File: src/rtl/ppboot_pkg.sv
package ppboot_pkg;

    localparam int DW = 16;

    localparam logic [7:0] REG_IDENT   = 8'h83;
    localparam logic [7:0] REG_MBOX_A  = 8'h9C;
    localparam logic [7:0] REG_MBOX_B  = 8'h9D;
    localparam logic [7:0] REG_INIT    = 8'h81;
    localparam logic [7:0] REG_CFG     = 8'h82;
    localparam logic [7:0] REG_SMASK_H = 8'h8B;
    localparam logic [7:0] REG_SMASK_L = 8'h8A;
    localparam logic [7:0] REG_IMASK   = 8'h88;
    localparam logic [7:0] REG_SOCKST  = 8'h9E;
    localparam logic [7:0] REG_XFER    = 8'h8E;
    localparam logic [7:0] REG_XSIZE   = 8'h8F;
    localparam logic [7:0] PORT_TX     = 8'h00;
    localparam logic [7:0] PORT_RX     = 8'h02;

    localparam logic [15:0] IDENT_VAL  = 16'h0081;
    localparam logic [15:0] MBOX_A_VAL = 16'h5943;
    localparam logic [15:0] MBOX_B_VAL = 16'h4257;
    localparam logic [15:0] CFG_VAL    = 16'h0040;
    localparam logic [15:0] SMASK_L_V  = 16'h0007;
    localparam logic [15:0] IMASK_VAL  = 16'h2001;
    localparam logic [15:0] XFER_TX    = 16'h0300;
    localparam logic [15:0] XFER_RX    = 16'h0102;
    localparam logic [15:0] XSIZE_VAL  = 16'h0200;

    localparam logic [7:0] CMD_SYNC0  = 8'h43;
    localparam logic [7:0] CMD_SYNC1  = 8'h59;
    localparam logic [7:0] RSP_SYNC0  = 8'h57;
    localparam logic [7:0] RSP_SYNC1  = 8'h42;
    localparam logic [7:0] CODE_MEMWR = 8'h01;
    localparam logic [7:0] CODE_BOOT  = 8'h02;

    typedef enum logic [4:0] {
        S_IDLE, S_RD_ID, S_RD_MB2, S_RD_MB3,
        S_WR_INIT, S_WR_CFG, S_WR_MSKH, S_WR_MSKL, S_WR_IMSK,
        S_POLL_S0, S_ARM_TX, S_POLL_TX, S_SEND,
        S_POLL_S2, S_ARM_RX, S_POLL_RX, S_RD_SIZE, S_RECV,
        S_DONE
    } seq_state_t;

    typedef enum logic [3:0] {
        E_NONE    = 4'd0,
        E_IDENT   = 4'd1,
        E_MBOX    = 4'd2,
        E_TIMEOUT = 4'd3,
        E_SIZE    = 4'd4,
        E_SIG     = 4'd5,
        E_STATUS  = 4'd6,
        E_LEN     = 4'd7
    } seq_err_t;

endpackage

File: src/rtl/ppboot_wait_timer.sv
module ppboot_wait_timer #(
    parameter int W = 16
) (
    input  logic         clk,
    input  logic         rst_n,
    input  logic         clr,
    input  logic         inc,
    input  logic [W-1:0] limit,
    output logic         expire
);
    logic [W-1:0] cnt_q;
    logic [W:0]   cnt_nx;

    assign cnt_nx = {1'b0, cnt_q} + 1'b1;
    // the read that brings the miss count to the limit ends the loop
    assign expire = inc && (cnt_nx >= {1'b0, limit});

    always_ff @(posedge clk or negedge rst_n) begin
        if (!rst_n)      cnt_q <= '0;
        else if (clr)    cnt_q <= '0;
        else if (inc)    cnt_q <= cnt_nx[W-1:0];
    end
endmodule

File: src/rtl/ppboot_pkt_word.sv
module ppboot_pkt_word
    import ppboot_pkg::*;
#(
    parameter int IW = 8
) (
    input  logic [IW-1:0] idx,
    input  logic [7:0]    code,
    input  logic [7:0]    len,
    input  logic [31:0]   addr,
    output logic [DW-1:0] word
);
    // little-endian byte packing, even byte in the low half
    always_comb begin
        word = '0;
        if (idx == IW'(0))
            word = {CMD_SYNC1, CMD_SYNC0};
        else if (idx == IW'(1))
            word = {len, code};
        else if (idx == IW'(2) && code == CODE_MEMWR)
            word = addr[15:0];
        else if (idx == IW'(3) && code == CODE_MEMWR)
            word = addr[31:16];
    end
endmodule

File: src/rtl/ppboot_seq.sv
module ppboot_seq
    import ppboot_pkg::*;
#(
    parameter int AW         = 8,
    parameter int PKT_BYTES  = 512,
    parameter int TMO_W      = 16,
    parameter int MAX_BLOCKS = 16
) (
    input  logic             clk,
    input  logic             rst_n,
    input  logic             start,
    input  logic [7:0]       cmd_code,
    input  logic [7:0]       cmd_len,
    input  logic [31:0]      cmd_addr,
    input  logic [TMO_W-1:0] tmo_limit,
    output logic             busy,
    output logic             done,
    output logic             pass,
    output logic [3:0]       err_code,
    output logic [7:0]       status_byte,
    output logic             bus_req,
    output logic             bus_we,
    output logic [AW-1:0]    bus_addr,
    output logic [DW-1:0]    bus_wdata,
    input  logic [DW-1:0]    bus_rdata,
    input  logic             bus_done
);
    localparam int WORDS = PKT_BYTES / 2;
    localparam int IW    = $clog2(WORDS);

    seq_state_t state_q, state_d;
    seq_err_t   err_d, err_q;

    logic [IW-1:0] idx_q;
    logic [7:0]    code_q, len_q, status_q;
    logic [31:0]   addr_q;
    logic          pass_q, sig_ok_q;
    logic          last_word, len_bad;
    logic          poll_st, poll_ok, tmo_hit;
    logic [DW-1:0] pkt_word;

    assign last_word = (idx_q == IW'(WORDS - 1));
    assign len_bad   = (cmd_code == CODE_BOOT) && (cmd_len > 8'(MAX_BLOCKS));

    ppboot_pkt_word #(.IW(IW)) u_pkt (
        .idx  (idx_q),
        .code (code_q),
        .len  (len_q),
        .addr (addr_q),
        .word (pkt_word)
    );

    ppboot_wait_timer #(.W(TMO_W)) u_tmo (
        .clk    (clk),
        .rst_n  (rst_n),
        .clr    (!poll_st),
        .inc    (poll_st && bus_done && !poll_ok),
        .limit  (tmo_limit),
        .expire (tmo_hit)
    );

    // state register
    always_ff @(posedge clk or negedge rst_n) begin
        if (!rst_n) state_q <= S_IDLE;
        else        state_q <= state_d;
    end

    // next state
    always_comb begin
        state_d = state_q;
        err_d   = E_NONE;
        unique case (state_q)
            S_IDLE:
                if (start) begin
                    if (len_bad) begin state_d = S_DONE; err_d = E_LEN; end
                    else state_d = S_RD_ID;
                end
            S_RD_ID:
                if (bus_done) begin
                    if (bus_rdata == IDENT_VAL) state_d = S_RD_MB2;
                    else begin state_d = S_DONE; err_d = E_IDENT; end
                end
            S_RD_MB2:
                if (bus_done) begin
                    if (bus_rdata == MBOX_A_VAL) state_d = S_RD_MB3;
                    else begin state_d = S_DONE; err_d = E_MBOX; end
                end
            S_RD_MB3:
                if (bus_done) begin
                    if (bus_rdata == MBOX_B_VAL) state_d = S_WR_INIT;
                    else begin state_d = S_DONE; err_d = E_MBOX; end
                end
            S_WR_INIT: if (bus_done) state_d = S_WR_CFG;
            S_WR_CFG:  if (bus_done) state_d = S_WR_MSKH;
            S_WR_MSKH: if (bus_done) state_d = S_WR_MSKL;
            S_WR_MSKL: if (bus_done) state_d = S_WR_IMSK;
            S_WR_IMSK: if (bus_done) state_d = S_POLL_S0;
            S_POLL_S0, S_POLL_TX, S_POLL_S2, S_POLL_RX:
                if (bus_done) begin
                    if (poll_ok) begin
                        unique case (state_q)
                            S_POLL_S0: state_d = S_ARM_TX;
                            S_POLL_TX: state_d = S_SEND;
                            S_POLL_S2: state_d = S_ARM_RX;
                            default:   state_d = S_RD_SIZE;
                        endcase
                    end else if (tmo_hit) begin
                        state_d = S_DONE;
                        err_d   = E_TIMEOUT;
                    end
                end
            S_ARM_TX: if (bus_done) state_d = S_POLL_TX;
            S_SEND:   if (bus_done && last_word) state_d = S_POLL_S2;
            S_ARM_RX: if (bus_done) state_d = S_POLL_RX;
            S_RD_SIZE:
                if (bus_done) begin
                    if (bus_rdata == XSIZE_VAL) state_d = S_RECV;
                    else begin state_d = S_DONE; err_d = E_SIZE; end
                end
            S_RECV:
                if (bus_done && last_word) begin
                    state_d = S_DONE;
                    if (!sig_ok_q)           err_d = E_SIG;
                    else if (status_q != 0)  err_d = E_STATUS;
                end
            S_DONE:   state_d = S_IDLE;
            default:  state_d = S_IDLE;
        endcase
    end

    // outputs
    always_comb begin
        bus_req   = 1'b0;
        bus_we    = 1'b0;
        bus_addr  = '0;
        bus_wdata = '0;
        poll_st   = 1'b0;
        poll_ok   = 1'b0;
        unique case (state_q)
            S_RD_ID:   begin bus_req = 1'b1; bus_addr = AW'(REG_IDENT);  end
            S_RD_MB2:  begin bus_req = 1'b1; bus_addr = AW'(REG_MBOX_A); end
            S_RD_MB3:  begin bus_req = 1'b1; bus_addr = AW'(REG_MBOX_B); end
            S_WR_INIT: begin bus_req = 1'b1; bus_we = 1'b1; bus_addr = AW'(REG_INIT); end
            S_WR_CFG:  begin bus_req = 1'b1; bus_we = 1'b1; bus_addr = AW'(REG_CFG); bus_wdata = CFG_VAL; end
            S_WR_MSKH: begin bus_req = 1'b1; bus_we = 1'b1; bus_addr = AW'(REG_SMASK_H); end
            S_WR_MSKL: begin bus_req = 1'b1; bus_we = 1'b1; bus_addr = AW'(REG_SMASK_L); bus_wdata = SMASK_L_V; end
            S_WR_IMSK: begin bus_req = 1'b1; bus_we = 1'b1; bus_addr = AW'(REG_IMASK); bus_wdata = IMASK_VAL; end
            S_POLL_S0: begin bus_req = 1'b1; bus_addr = AW'(REG_SOCKST); poll_st = 1'b1; poll_ok = bus_rdata[0]; end
            S_ARM_TX:  begin bus_req = 1'b1; bus_we = 1'b1; bus_addr = AW'(REG_XFER); bus_wdata = XFER_TX; end
            S_POLL_TX: begin bus_req = 1'b1; bus_addr = AW'(REG_XFER); poll_st = 1'b1; poll_ok = bus_rdata[12] && bus_rdata[15]; end
            S_SEND:    begin bus_req = 1'b1; bus_we = 1'b1; bus_addr = AW'(PORT_TX); bus_wdata = pkt_word; end
            S_POLL_S2: begin bus_req = 1'b1; bus_addr = AW'(REG_SOCKST); poll_st = 1'b1; poll_ok = bus_rdata[2]; end
            S_ARM_RX:  begin bus_req = 1'b1; bus_we = 1'b1; bus_addr = AW'(REG_XFER); bus_wdata = XFER_RX; end
            S_POLL_RX: begin bus_req = 1'b1; bus_addr = AW'(REG_XFER); poll_st = 1'b1; poll_ok = bus_rdata[12]; end
            S_RD_SIZE: begin bus_req = 1'b1; bus_addr = AW'(REG_XSIZE); end
            S_RECV:    begin bus_req = 1'b1; bus_addr = AW'(PORT_RX); end
            default:   ;
        endcase
    end

    // datapath registers
    always_ff @(posedge clk or negedge rst_n) begin
        if (!rst_n) begin
            idx_q    <= '0;
            code_q   <= '0;
            len_q    <= '0;
            addr_q   <= '0;
            status_q <= '0;
            sig_ok_q <= 1'b0;
            pass_q   <= 1'b0;
            err_q    <= E_NONE;
        end else begin
            if (state_q == S_IDLE && start) begin
                code_q   <= cmd_code;
                len_q    <= cmd_len;
                addr_q   <= cmd_addr;
                status_q <= '0;
                sig_ok_q <= 1'b0;
                pass_q   <= 1'b0;
                err_q    <= E_NONE;
            end
            if (state_q != S_SEND && state_q != S_RECV)
                idx_q <= '0;
            else if (bus_done)
                idx_q <= idx_q + 1'b1;
            if (state_q == S_RECV && bus_done) begin
                if (idx_q == IW'(0)) sig_ok_q <= (bus_rdata == {RSP_SYNC1, RSP_SYNC0});
                if (idx_q == IW'(1)) status_q <= bus_rdata[15:8];
            end
            if (state_d == S_DONE && state_q != S_DONE) begin
                err_q  <= err_d;
                pass_q <= (err_d == E_NONE);
            end
        end
    end

    assign busy        = (state_q != S_IDLE);
    assign done        = (state_q == S_DONE);
    assign pass        = pass_q;
    assign err_code    = err_q;
    assign status_byte = status_q;

endmodule

File: config.mk
export PLATFORM = sky130hd
export DESIGN_NAME = ppboot_seq
export DESIGN_NICKNAME = d
export VERILOG_FILES = /design/src/rtl/ppboot_pkg.sv /design/src/rtl/ppboot_wait_timer.sv /design/src/rtl/ppboot_pkt_word.sv /design/src/rtl/ppboot_seq.sv
export SDC_FILE = /design/constraint.sdc
export NUM_CORES = 1
export LEC_CHECK = 0
export ABC_AREA = 1
export BUFFER_PORTS_ARGS = -buffer_cell sky130_fd_sc_hd__buf_2
export CAP_MARGIN = 15
export CORE_UTILIZATION = 48
export CTS_CLUSTER_DIAMETER = 60
export CTS_CLUSTER_SIZE = 25
export DETAILED_ROUTE_END_ITERATION = 7
export MAX_ROUTING_LAYER = met4
export PLACE_DENSITY = 0.74
export SETUP_SLACK_MARGIN = 0.1
export SLEW_MARGIN = 20
export SYNTH_ARGS = -nofsm -noshare
export SYNTH_HDL_FRONTEND = slang
export SYNTH_HIERARCHICAL = 1
export SYNTH_SLANG_ARGS = --single-unit
File: constraint.sdc
create_clock -name clk -period 3.3 [get_ports clk]
set_clock_uncertainty 0.1 [all_clocks]
set_input_delay 0.495 -clock clk [delete_from_list [all_inputs] [get_ports clk]]
set_output_delay 0.495 -clock clk [all_outputs]
set_load 0.02 [all_outputs]
Word-level counts from Yosys, hierarchy flattened --
Cells that the tools add are included.
Storage, ports and cells: register bits after elaboration 91, input port bits 84, output and inout bits 41, word-level logic and storage cells 137
Cells by class: add/subtract/negate cells 2, $lt $le $gt $ge 2, equal/unequal tests 33, multiplexer cells 65, reductions and logical operators 25
Operators by type and width (number):
- 2-to-1 mux 5 bit | 21
- 2-to-1 mux 16 bit | 6
- one-hot mux 16 bit (6 select lines) | 1
- one-hot mux 8 bit (12 select lines) | 1
- one-hot mux 5 bit (15 select lines) | 1
- equality test 5 x 4 -> 1 bit (second input constant) | 8
- 2-to-1 mux 8 bit | 5
- equality test 16 x 15 -> 1 bit (second input constant) | 2
- equality test 8 x 2 -> 1 bit (second input constant) | 3
- 2-to-1 mux 3 bit | 7
- one-hot mux 3 bit (7 select lines) | 1
- equality test 5 x 3 -> 1 bit (second input constant) | 4
- equality test 5 bit (second input constant) | 4
- adder 16 x 1 -> 17 bit (second input constant) | 1
- greater-or-equal comparator 17 x 16 -> 1 bit | 1
- OR reduction 17 bit | 1
- equality test 16 x 10 -> 1 bit (second input constant) | 1
- equality test 16 x 8 -> 1 bit (second input constant) | 1
- equality test 8 x 1 -> 1 bit (second input constant) | 2
- 2-to-1 mux 2 bit | 8
- one-hot mux 5 bit (3 select lines) | 1
- logical AND 1 bit | 12
- equality test 5 x 2 -> 1 bit (second input constant) | 2
- 2-to-1 mux 1 bit | 10
- other kinds (19) | 23

Depth between registers and ports, before layout --
Gate-level depths: netlist of run 1.
depth after elaboration 13, mapped depth 31

Modules after synthesis --
The synthesis of run 1 kept the hierarchy.
By module, submodules not included:
- ppboot_seq | instances 1, cells each 642, area each 4324.1 µm²
- ppboot_wait_timer | instances 1, cells each 231, area each 1532.7 µm²
- ppboot_pkt_word | instances 1, cells each 102, area each 529.3 µm²

Least setup slack after synthesis of run 1 --
Ideal clock, no wire load.
path type flip-flop to flip-flop, from register u_tmo.cnt_q[0], to register err_q[1], in the netlist err_code[1], setup time 121 ps, data arrival time 2836 ps, data required time 3079 ps, slack 242 ps, stages on the path, launching flop included 31, buffers on the path 0, period minus slack after synthesis 3058 ps, cells stage by stage dfrtp_1 > ha_1 > nand3_1 > inv_2 > nand2_4 > nor2_4 > nand2_2 > nor2_2 > nand2_1 > nand2_1 > inv_1 > ha_1 > nand2_1 > nor2_1 > nand4_1 > nor2_1 > nand2_1 > inv_1 > nor2_1 > nor2_1 > inv_1 > nand2_1 > nand2_1 > nand2_1 > nand2_1 > nand2_1 > nand2_2 > nor2_4 > nand3_2 > nand3_1 > nand2_1
On the way: cells in the longest elaborated chain, start to end 10, elaborated cells on any way between the ends 15, classes of those cells 1 x add/sub; 1 x order compare; 1 x eq/ne; 9 x mux; 3 x reduce/logical
Ends and longest elaborated chain:
- start, declared | RTL line ppboot_wait_timer.sv:11 | logic [W-1:0] cnt_q;
- start signal, assigned | RTL line ppboot_wait_timer.sv:21 | else if (inc) cnt_q <= cnt_nx[W-1:0];
- adder 16 x 1 -> 17 bit * | RTL line ppboot_wait_timer.sv:14 | assign cnt_nx = {1'b0, cnt_q} + 1'b1;
- greater-or-equal comparator 17 x 16 -> 1 bit * | RTL line ppboot_wait_timer.sv:16 | assign expire = inc && (cnt_nx >= {1'b0, limit});
- logical AND 1 bit * | RTL line ppboot_wait_timer.sv:16
- net tmo_hit | RTL line ppboot_seq.sv:39 | logic poll_st, poll_ok, tmo_hit;
- 2-to-1 mux 5 bit * | RTL line ppboot_seq.sv:107 | end else if (tmo_hit) begin
- 2-to-1 mux 5 bit * | RTL line ppboot_seq.sv:100 | if (poll_ok) begin
- 2-to-1 mux 5 bit * | RTL line ppboot_seq.sv:99 | if (bus_done) begin
- one-hot mux 5 bit (15 select lines) * | RTL line ppboot_seq.sv:72 | unique case (state_q)
- net state_d[2] | RTL line ppboot_seq.sv:31 | seq_state_t state_q, state_d;
- equality test 5 bit * | RTL line ppboot_seq.sv:190 | if (state_d == S_DONE && state_q != S_DONE) begin
- logical AND 1 bit * | RTL line ppboot_seq.sv:190
- 2-to-1 mux 4 bit / nonzero test 2 bit (equally long branches)
- end signal, assigned | RTL line ppboot_seq.sv:191 | err_q <= err_d;
- end, declared | RTL line ppboot_seq.sv:32 | seq_err_t err_d, err_q;
Mark *: on every way through the listed nets, which the timed path passes. The rest lies on a longest branch. A chain may end at the register's enable or synchronous reset.

Worst setup path in the final report of run 1 --
from register u_tmo.cnt_q[5], to register u_tmo.cnt_q[14]
On the way: cells in the longest elaborated chain, start to end 3
Ends and longest elaborated chain:
- adder 16 x 1 -> 17 bit | RTL line ppboot_wait_timer.sv:14
- 2-to-1 mux 16 bit | RTL line ppboot_wait_timer.sv:21
- 2-to-1 mux 16 bit | RTL line ppboot_wait_timer.sv:20 | else if (clr) cnt_q <= '0;
No other way between the ends. The select of a mux whose other input is x is not followed.

==> results.cfg, run 1 <==
[clocking]
cts-htree-levels = 3
cts_sinks = 90
clk_pin_slew_ns = 0.07
hold_buffers = 0
cts_made_buffers = 9
cts_root_buffer = clkbuf_16
cts_max_path_buffers = 2
insertion_delay_ns = 0.36
tritoncts = done

[synthesis]
synth_xor_area_frac = 0.0110
synthArstFlopShare = 1.00
synth.most_common_cell = nand2_1
muxShareOfSynthArea = 0
synth.distinct_cells = 41
synth-adder-area-share = 0.0392
yosys_register_bits = 90
synth_seq_area_share = 0.353
syn_area_um2 = 6390
syn_avg_cell_area_um2 = 6.55
synthCells = 975
yosys.area_share.simple = 0.428
synth_top_cell_by_area = dfrtp_1
synth_top_family_by_area = simple AND/OR/NAND/NOR gates
synth_ff_type = dfrtp_1
ys_warn_count = 6
synth-compound-area-share = 0.0594
synth_edf_count = 0
ys_top_cells_by_area = dfrtp_1, nand2_1, nand3_1
ys_top_cells_by_count = nand2_1, inv_1, nand3_1, nor2_1, dfrtp_1
synthDominantCellAreaShare = 0.353

[pwr]
pwr_density_cell_nw_per_um2 = 535
p_clk_frac = 0.253
pwr-share-comb = 0.355
p_leak_nw = 4.44
power_mw = 4.25
ir_worst_vdd_mv = 0.404
p_sw_mw = 1.71
p_int_mw = 2.54
seq_power_share = 0.392
p_sw_frac = 0.402

[floorplan]
die_width_um = 117
start_util = 0.500
die_h_um = 117
rows = 41
coreArea_um2 = 12800
die_area_um2 = 13800
pin_count = 125

[sta]
fmax_mhz = 295
hold_viol = 0
holdWs_ns = 0.0620
finalCritPeriodShare = 1.03
worst_pin_slew_ns = 0.675
setup_ws_ns = -0.0947
drv_slew = 0
tns_ns = -0.239
slew_headroom = 0.549
setup_viol = 5
layout_min_cycle_time_ns = 3.39
rsz0062_at_grt = true

[grt]
grt_use_total = 0.282
grt_pass1_wl_um = 30200
grt_pass1_vias = 6251
grt_max_degree = 47
overflow = 0
antenna_found_initial = 1

[drt]
routedWlPerCell_um = 14.3
ant_nets = 0
wl_um = 18800
firstDrtPassIters = 8
drc = 0
drtIter0Drc = 449
vias = 6749
routed_via_density = 5.14

[worst_setup_path]
crit_fanout = 4
cp.required_ns = 3.44
end_kind = register
crit_type = reg2reg
critPathLaunchType = register
r2r_slack_ns = -0.09
cp.arrival_ns = 3.54

[outcome]
violations = negative setup slack
run_status = finished, violations left

[worst_hold_path]
hp-class = in2async

[finish]
syn_to_final_growth_pct = 24.5
design_area_um2 = 7950
nNetsFinal = 1240
drive_gt1_frac = 0.234
final_cells = 1314
utilization = 0.623

[flow_run]
cap_violations = 0

[placed_design]
placed_cells = 1261
place_hpwl_um = 13400
dpl-instance-area_um2 = 7190
dpl_worst_slack_ns = -0.0808
port_buffers = 121
gp_congestion = 0.968
==> power groups by stage <==
stage | Combinational [mW] | Clock (mW) | Sequential [mW]
after floorplan | 1.03 | 0 | 1.64
after global placement | 1.44 | 0 | 1.67
after detailed placement | 1.46 | 0 | 1.67
after CTS | 1.51 | 1.09 | 1.66
after global routing | 1.70 | 1.14 | 1.70
final | 1.51 | 1.08 | 1.67
==> routing by layer <==
metal / routed length (µm) / part of all wire / global-route usage
met1: 8150 / 0.43 / 0.363
met5: 0 / 0 / -
met4: 494 / 0.026 / 0.115
met3: 1150 / 0.061 / 0.0516
met2: 9020 / 0.48 / 0.436
==> worst max-delay path, stage by stage, from the launching register on <==
cell     delay [ns]
dfrtp_1        0.42
buf_4          0.15
nand2_2        0.07
nor2_4         0.13
nand2_4        0.08
nor2_4         0.09
nand2_2        0.07
nor2_2         0.07
nand2_1        0.07
buf_4          0.14
buf_4          0.12
buf_4          0.12
buf_4          0.12
buf_4          0.12
buf_4          0.12
buf_4          0.12
buf_4          0.11
buf_4          0.12
buf_4          0.12
buf_4          0.12
buf_4          0.12
buf_4          0.12
buf_4          0.12
buf_4          0.12
buf_4          0.12
nand3_2        0.05
nand2_1        0.06
==> registers in the layout (all words and copies together) (netlist names) <==
| register | flops |
|---|---|
| u_tmo/cnt_q | 16 |
| pass | 1 |
| state_q | 5 |
| sig_ok_q | 1 |
| addr_q | 32 |
| len_q | 8 |
| status_byte | 8 |
| err_code | 3 |
| idx_q | 8 |
| code_q | 8 |
==> cells by family (layout without fill, tap and decap cells) <==
logic type	Yosys count	in the layout
AOI/OAI and AO/OA	68	68
other	1	4
buffers and inverters	169	333
xor gates and xnor gates	8	8
DFF	90	90
and+or+nand+nor	619	619
adders and majority gates	20	20
==> layout by cell type, fill, tap and decap left out, types with 2 or more instances in the layout <==
cell       instances
buf_4             53
buf_2            120
ha_1              15
ha_4               5
o21ai_0           28
and2_4             4
nand2_4            3
o211ai_1           3
o21ai_1            7
nand3_2           11
inv_2             12
buf_6              3
o31ai_1            3
dfrtp_1           90
nand4_1           20
inv_1            126
nand2_2           12
nand3b_1           4
nand2_1          319
nand3_1          104
nor2_1           103
nor2_4            10
o22ai_1            8
nor2_2            12
xor2_1             7
clkinv_1           3
nor3_4             2
nor3_1            11
clkinv_2           3
clkbuf_16          9
conb_1             3
nand3_4            2
a21oi_1           13
==> what timing repair did <==
item	4_1_cts	5_1_grt
gates resized for setup	22	19
buffers inserted	28	8
setup endpoints to repair	4	8
pin swaps	15	31
==> area by class of cell <==
cell class              instances  area [µm²]
fillers                      1170        4820
multi-input cells             718        3620
flip-flops and latches         90        2250
repair buffers                176        1030
inverters                     141         529
clock buffers                  10         239
well taps                     172         215
clock inverters                 6        65.1
diodes                          1        2.50
==> final timing paths <==
kind                                      from              end  cells past startpoint
worst max-delay path            u_tmo/cnt_q[5]  u_tmo/cnt_q[14]                     26
worst min-delay path                     rst_n       state_q[3]                      1
worst max register to register  u_tmo/cnt_q[5]  u_tmo/cnt_q[14]                     26
worst min register to register      addr_q[15]       addr_q[15]                      2
max in group asynchronous                rst_n       addr_q[30]                      2
min in group clk                  cmd_addr[14]       addr_q[14]                      3
No activity file was read; power rests on OpenSTA's default activity.
==> run 2, diff against run 1 <==
--- a/config.mk
+++ b/config.mk
@@ -6,7 +6,7 @@
 export NUM_CORES = 1
 export LEC_CHECK = 0
 export ABC_AREA = 1
-export BUFFER_PORTS_ARGS = -buffer_cell sky130_fd_sc_hd__buf_2
+export BUFFER_PORTS_ARGS = -buffer_cell sky130_fd_sc_hd__clkbuf_2
 export CAP_MARGIN = 15
 export CORE_UTILIZATION = 48
 export CTS_CLUSTER_DIAMETER = 60
==> results.cfg, run 2 (same netlist as run 1, synthesis figures left out) <==
[placed_design]
placed_cells = 1259
dpl-instance-area_um2 = 7190
gp_congestion = 0.979
port_buffers = 121
dpl_worst_slack_ns = -0.0720
place_hpwl_um = 13400

[worst_setup_path]
crit_type = reg2reg
cp.required_ns = 3.44
slowest_delay_ns = 0.41
reg2reg_depth = 28
critPathLaunchType = register
crit_fanout = 4
cp.depth = 28
crit_family = simple AND/OR/NAND/NOR gates
path_common_cell = nand2_1
cp.arrival_ns = 3.42
slowest_stage = dfrtp_1
end_kind = register
path_buf_inv = 4

[drt]
drt-met1-wl_um = 8030
ant_nets = 0
drc = 0
dr_wl_met3_um = 1090
routed_via_density = 5.21
vias = 6736
topRoutingLayerUsed = met4
wl_um = 18400
drtIter0Drc = 427
wl_met2_um = 8610
routedWlPerCell_um = 14.2
firstDrtPassIters = 5

[sta]
drv_slew = 0
holdWs_ns = 0.0596
layout_min_cycle_time_ns = 3.28
fmax_mhz = 305
finalCritPeriodShare = 0.994
slew_headroom = 0.553
tns_ns = 0
worst_pin_slew_ns = 0.671
hold_viol = 0
rsz0062_at_grt = true
setup_ws_ns = 0.0195
setup_viol = 0

[pwr]
p_sw_frac = 0.392
p_clk_frac = 0.277
p_sw_mw = 1.72
p_leak_nw = 4.40
power_mw = 4.39
ir_worst_vdd_mv = 0.390
p_int_mw = 2.67
seq_power_share = 0.382
pwr_density_cell_nw_per_um2 = 557
pwr-share-comb = 0.341

[floorplan]
rows = 41
die_width_um = 117
start_util = 0.500
coreArea_um2 = 12800
die_area_um2 = 13800
die_h_um = 117
pin_count = 125

[finish]
reg.largest.list = addr_q: 32 flops, u_tmo/cnt_q: 16 flops
fillCellCount = 1219
layout_common_cells = nand2_1, inv_1, clkbuf_2
final_common_cell = nand2_1
drive_gt1_frac = 0.226
largest-register = addr_q
syn_to_final_growth_pct = 23.4
largest_reg_flops = 32
utilization = 0.617
diodes = 0
design_area_um2 = 7880
final_cells = 1293
nNetsFinal = 1220

[grt]
grt_pass1_wl_um = 29500
grt_use_total = 0.275
grt_max_degree = 50
antenna_found_initial = 0
grt_pass1_vias = 6250
overflow = 0

[clocking]
cts_root_buffer = clkbuf_16
insertion_delay_ns = 0.35
cts_made_buffers = 9
tritoncts = done
cts_max_path_buffers = 2
clk_pin_slew_ns = 0.07
hold_buffers = 0
cts-htree-levels = 3
cts_sinks = 90

[flow_run]
cap_violations = 0

[worst_hold_path]
hp-class = in2async

[outcome]
run_status = finished, final reports clean
-- run 2: changes by cell type in the layout (fill, tap and decap cells not counted), moves of 3 or more --
cell | previous run | this run
nor2_2 | 12 | 15
nand2_1 | 319 | 316
buf_4 | 53 | 34
clkbuf_2 | 0 | 120
buf_2 | 120 | 0
nor2_1 | 103 | 100
-- run 2: metal layers --
layer  up-vias  global-route usage
met5         -                   -
met4         0               0.136
li1       3361                   -
met3        45              0.0365
met1      3079               0.351
met2       251               0.431
-- run 2: final timing paths --
| path | slack [ns] | to | start |
|---|---|---|---|
| worst min-delay path | 0.06 | status_byte[0] | rst_n |
| worst min register to register | 0.37 | addr_q[31] | addr_q[31] |
| max in group asynchronous | 2.37 | addr_q[28] | rst_n |
| worst max register to register | 0.02 | err_code[0] | u_tmo/cnt_q[0] |
| worst max-delay path | 0.02 | err_code[0] | u_tmo/cnt_q[0] |
| min in group clk | 0.24 | addr_q[5] | cmd_addr[5] |
-- run 2: layout make-up --
class / instances / area, µm² / area share
multi-input combinational: 718 / 3650 / 0.463
sequential: 90 / 2250 / 0.286
timing repair buffer: 156 / 887 / 0.113
inverter: 141 / 534 / 0.0678
clock buffer: 10 / 229 / 0.0291
tap: 172 / 215 / 0.0273
clock inverter: 6 / 114 / 0.0145
-- run 2: what timing repair did --
item,4_1_cts,5_1_grt
pin swaps,9,22
buffers inserted,10,8
endpoints found under the setup margin,4,8
resized for setup,11,40
-- run 2: power groups by stage --
| stage | sequential, mW | combinational (mW) | clock, mW |
|---|---|---|---|
| 2_1_floorplan | 1.64 | 1.03 | 0 |
| 4_1_cts | 1.67 | 1.48 | 1.22 |
| 3_3_place_gp | 1.68 | 1.42 | 0 |
| 5_1_grt | 1.72 | 1.70 | 1.28 |
| 3_5_place_dp | 1.69 | 1.44 | 0 |
| 6_report | 1.68 | 1.50 | 1.21 |
-- run 2: worst reg2reg max path, delay by kind of cell, from the launching register on --
kind          cells  cell delay (ns)
buf+inv           4             0.39
simple gates     23             2.00
flops             1             0.41
fa+ha+maj         1             0.27
